==> config.mk <==
export PLATFORM = sky130hd
export DESIGN_NAME = flash_wr_qual
export DESIGN_NICKNAME = d
export VERILOG_FILES = /design/src/rtl/flash_wr_qual.sv
export SDC_FILE = /design/constraint.sdc
export NUM_CORES = 1
export LEC_CHECK = 0
export BUFFER_PORTS_ARGS = -buffer_cell sky130_fd_sc_hd__clkbuf_2
export CORE_AREA = 2 2 39 41
export CTS_CLUSTER_DIAMETER = 100
export CTS_CLUSTER_SIZE = 12
export DETAILED_ROUTE_END_ITERATION = 8
export DIE_AREA = 0 0 41 43
export HOLD_SLACK_MARGIN = 0.08
export MAX_ROUTING_LAYER = met4
export PLACE_DENSITY = 0.48
export SYNTH_ARGS = -nofsm -noshare
export SYNTH_HDL_FRONTEND = slang
export SYNTH_SLANG_ARGS = --single-unit
==> constraint.sdc <==
create_clock -name clk -period 1.4 [get_ports clk]
set_input_delay 0.07 -clock clk [delete_from_list [all_inputs] [get_ports clk]]
set_output_delay 0.07 -clock clk [all_outputs]
set_load 0.03 [all_outputs]
==> src/rtl/flash_wr_qual.sv <==
module flash_wr_qual #(
  parameter int GLITCH_CYC = 4
) (
  input  logic clk,
  input  logic rst_n,
  input  logic cs_n,
  input  logic we_n,
  input  logic oe_n,
  input  logic vlow,
  output logic wr_accept,
  output logic sm_rst
);
  localparam int CW = $clog2(GLITCH_CYC + 1);
  localparam logic [CW-1:0] FULL = CW'(GLITCH_CYC);

  logic [CW-1:0] run_cnt;
  logic          stale;
  logic          wr_form;
  logic          we_rise_ok;

  assign wr_form    = !cs_n && !we_n && oe_n;
  assign we_rise_ok = we_n && !cs_n && oe_n && !vlow;

  always_ff @(posedge clk or negedge rst_n) begin
    if (!rst_n) begin
      stale <= 1'b1;
    end else begin
      stale <= vlow || (stale && wr_form);
    end
  end

  always_ff @(posedge clk or negedge rst_n) begin
    if (!rst_n) begin
      run_cnt <= '0;
    end else if (vlow || stale || !wr_form) begin
      run_cnt <= '0;
    end else if (run_cnt != FULL) begin
      run_cnt <= run_cnt + 1'b1;
    end
  end

  always_ff @(posedge clk or negedge rst_n) begin
    if (!rst_n) begin
      wr_accept <= 1'b0;
      sm_rst    <= 1'b1;
    end else begin
      wr_accept <= (run_cnt == FULL) && we_rise_ok && !stale;
      sm_rst    <= vlow;
    end
  end
endmodule


==> summary.md <==
| Metric | Value |
|---|---|
| Post-DP Area | `367.9 um^2` |
| Total GRT Usage | `8.489%` |
| Largest net degree at the start of global routing | `8` |
| Final Slew Violations | `0` |
| Hold EP | `wr_accept$_DFF_PN0_` |
| CP Launch Type | `flop` |
| Die W | `41 um` |
| Die H | `43 um` |
| Crit-path max FO | `6` |
| Initial Utilization | `22.60%` |
| Final setup fails | `0` |
| Final hold vios | `0` |
| Vias/cell | `4.389` |
| Worst-Margin Slew | `0.2584 ns` |
| Worst min-delay path class | `in -> reg` |
| Largest cells by area after synthesis | `dfrtp_1, dfstp_2, a2111oi_2, ha_1, nor4b_2` |
| Count of cell types in the netlist | `15` |
| CTS tree | `done` |
| Status | `complete, no violations` |
| CTS Root Cell | `clkbuf_4` |
| HP Start | `we_n` |
| Utilization after layout | `30.20%` |
| Wire per inst | `10.81 um` |
| Core area | `0.001384 mm^2` |
| Overall via count from detail_route | `237` |
| Insertion delay to the later sink of the worst-skew pair | `0.24 ns` |
| Die Area | `0.001763 mm^2` |
| CP arrival | `1.46 ns` |
| Hpwl dp | `449.1 um` |
| Cell taking the most area after synthesis | `dfrtp_1` |
| DRT iter0 DRCs | `0` |
| Layout area overhead | `33.60%` |
| Final period util | `94.54%` |
| Clock skew | `0.005805 ns` |
| # DRC | `0` |
| Cell Area, Synth | `312.8 um^2` |
| Maximum clock rate | `755.5 MHz` |
| RR Endpoint | `run_cnt[1]$_DFFE_PN0P_` |
| Pwr dens | `885.9 mW/mm^2` |
| WL final | `584 um` |
| First-pass GRT wire length | `890 um` |
| Cells after Synth | `25` |
| Register share of total power | `49.6%` |
| Mapped Nets | `33` |
| # rows | `14` |
| Worst r2r src | `run_cnt[1]$_DFFE_PN0P_` |
| Power share of the combinational group | `8.9%` |
| Synth top area share | `32.00%` |
| Setup TNS | `0 ns` |
| Net Sw Power | `0.07686 mW` |
| CTS buffer count | `3` |
| Pre-CTS setup slack | `-0.007411 ns` |
| # nets final | `48` |
| Req. time, crit path | `1.54 ns` |
| Filler instances | `151` |
| LEAKAGE | `0.2041 nW` |
| Clk slew on worst S/H paths | `0.04 ns` |
| Peak VDD IR | `0.0004173 V` |
| Reg2reg setup slack | `0.08 ns` |
| Min Tclk post-route | `1.324 ns` |
| R2R cell count | `4` |
| RSZ-0062 raised after global routing | `false` |
| Worst setup margin | `0.07640 ns` |
| Antenna violations before repair | `0` |
| Final hold slack | `0.1009 ns` |
| Placer congestion estimate | `0.7704` |
| First drt pass iteration count | `1` |
| Post-CTS Resized | `0` |
| Diode count | `0` |
| Total grt overflow | `0` |
| P_int | `0.2933 mW` |
| Worst Hold Path Cells | `2` |
| Ys Warns | `0` |
| Detail Route Antenna Nets | `0` |
| MaxCap Viol Count | `0` |
| Sequential area share after synthesis | `48.80%` |
| CTS H-tree lvls | `1` |
| CTS Sinks | `6` |
| Clock Power Share | `41.5%` |
| Crit end category | `flop` |
| Syn avg cell area | `12.51 um^2` |
| Sw Ratio | `20.76%` |
| Relative slew slack | `82.74%` |
| Fin area | `417.9 um^2` |
| Vias in the first global route | `202` |
| Max clock buf depth | `2` |
| PortBufs | `7` |
| Seq cells post-synth | `6` |
| Class of the most critical setup path | `reg -> reg` |
| Layout cells sized above 1 | `44.74%` |
| Ports | `8` |
## what timing repair did
action	CTS	global route
hold buffers	2	0
setup endpoints to repair	1	0
endpoints found under the hold margin	9	0
buffers inserted	1	0
## area by class of cell
class | instances | area [um^2] | area share, %
Timing Repair Buffer | 10 | 62.56 | 14.97
Sequential cell | 6 | 152.6 | 36.53
Multi-Input combinational cell | 16 | 148.9 | 35.63
Clock buffer | 3 | 22.52 | 5.389
Tap cell | 16 | 20.02 | 4.790
Inverter | 3 | 11.26 | 2.695
## power groups by stage
stage	Combinational, mW	Clock [mW]	Sequential [mW]
after floorplan	0.00982	0	0.189
after global placement	0.0277	0	0.186
after detailed placement	0.0283	0	0.186
after CTS	0.0337	0.161	0.184
after global routing	0.0362	0.182	0.184
final	0.0328	0.154	0.184
## synth_stat cells, drive strengths merged
cell type,count
or3b,1
ha,2
nor4b,1
nor2,2
o21bai,1
a21bo,1
and3b,1
and3,1
dfrtp,4
a2111oi,2
a21o,1
inv,3
nand3,2
and4b,1
dfstp,2
## worst max path at each step
stage	startpoint	endpoint	slack, ns	depth (start not counted)
finish	run_cnt[1]$_DFFE_PN0P_	run_cnt[1]$_DFFE_PN0P_	0.08	4
global route	run_cnt[0]$_DFFE_PN0P_	run_cnt[1]$_DFFE_PN0P_	0.02	4
CTS	run_cnt[1]$_DFFE_PN0P_	run_cnt[1]$_DFFE_PN0P_	0.05	4
detailed placement	run_cnt[0]$_DFFE_PN0P_	run_cnt[1]$_DFFE_PN0P_	-0.007	4
global placement	run_cnt[0]$_DFFE_PN0P_	run_cnt[1]$_DFFE_PN0P_	0.05	4
floorplan	run_cnt[0]$_DFFE_PN0P_	run_cnt[1]$_DFFE_PN0P_	0.11	4
## critical path: stages (launching register included)
cell and delay [ns]:
dfrtp_1 0.37, inv_1 0.06, ha_1 0.24, a21bo_1 0.22, a2111oi_2 0.33
## metal layers
metal | routed length, um | track usage [%] | up-vias
li1 | - | - | 120
met1 | 276 | 10.16 | 108
met2 | 251 | 10.31 | 9
met3 | 56 | 9.424 | 0
met4 | 0 | 0 | 0
met5 | 0 | - | -
## through the flow
step / power, mW / cells
finish: 0.3702 / 54
CTS: 0.3785 / 54
floorplan: 0.1989 / 25
global placement: 0.2139 / 48
global route: 0.4019 / 54
detailed placement: 0.2148 / 48
## state kept, by name (all words and copies together), names as in the netlist
register,cells
stale,1
wr_accept,1
run_cnt,3
sm_rst,1
## placed cells by master (no fill, tap or decap)
cell,count
clkbuf_2,7
dfrtp_1,4
inv_1,3
clkbuf_4,3
nor2_1,2
nand3_1,2
a2111oi_2,2
ha_1,2
dlygate4sd3_1,2
dfstp_2,2
or3b_4,1
o21bai_1,1
and4b_1,1
and3_1,1
a21bo_1,1
a21o_1,1
and3b_1,1
nor4b_2,1
buf_4,1
## cell families (layout without fill, tap and decap cells)
family	after synthesis	count (layout)	synth area share (%)
simple gates	9	9	22.00
flops	6	6	48.80
buf+inv	3	16	3.600
fa+ha+maj	2	2	7.999
compound gates	5	5	17.60
Note: power is estimated with default switching activity, not from simulation.
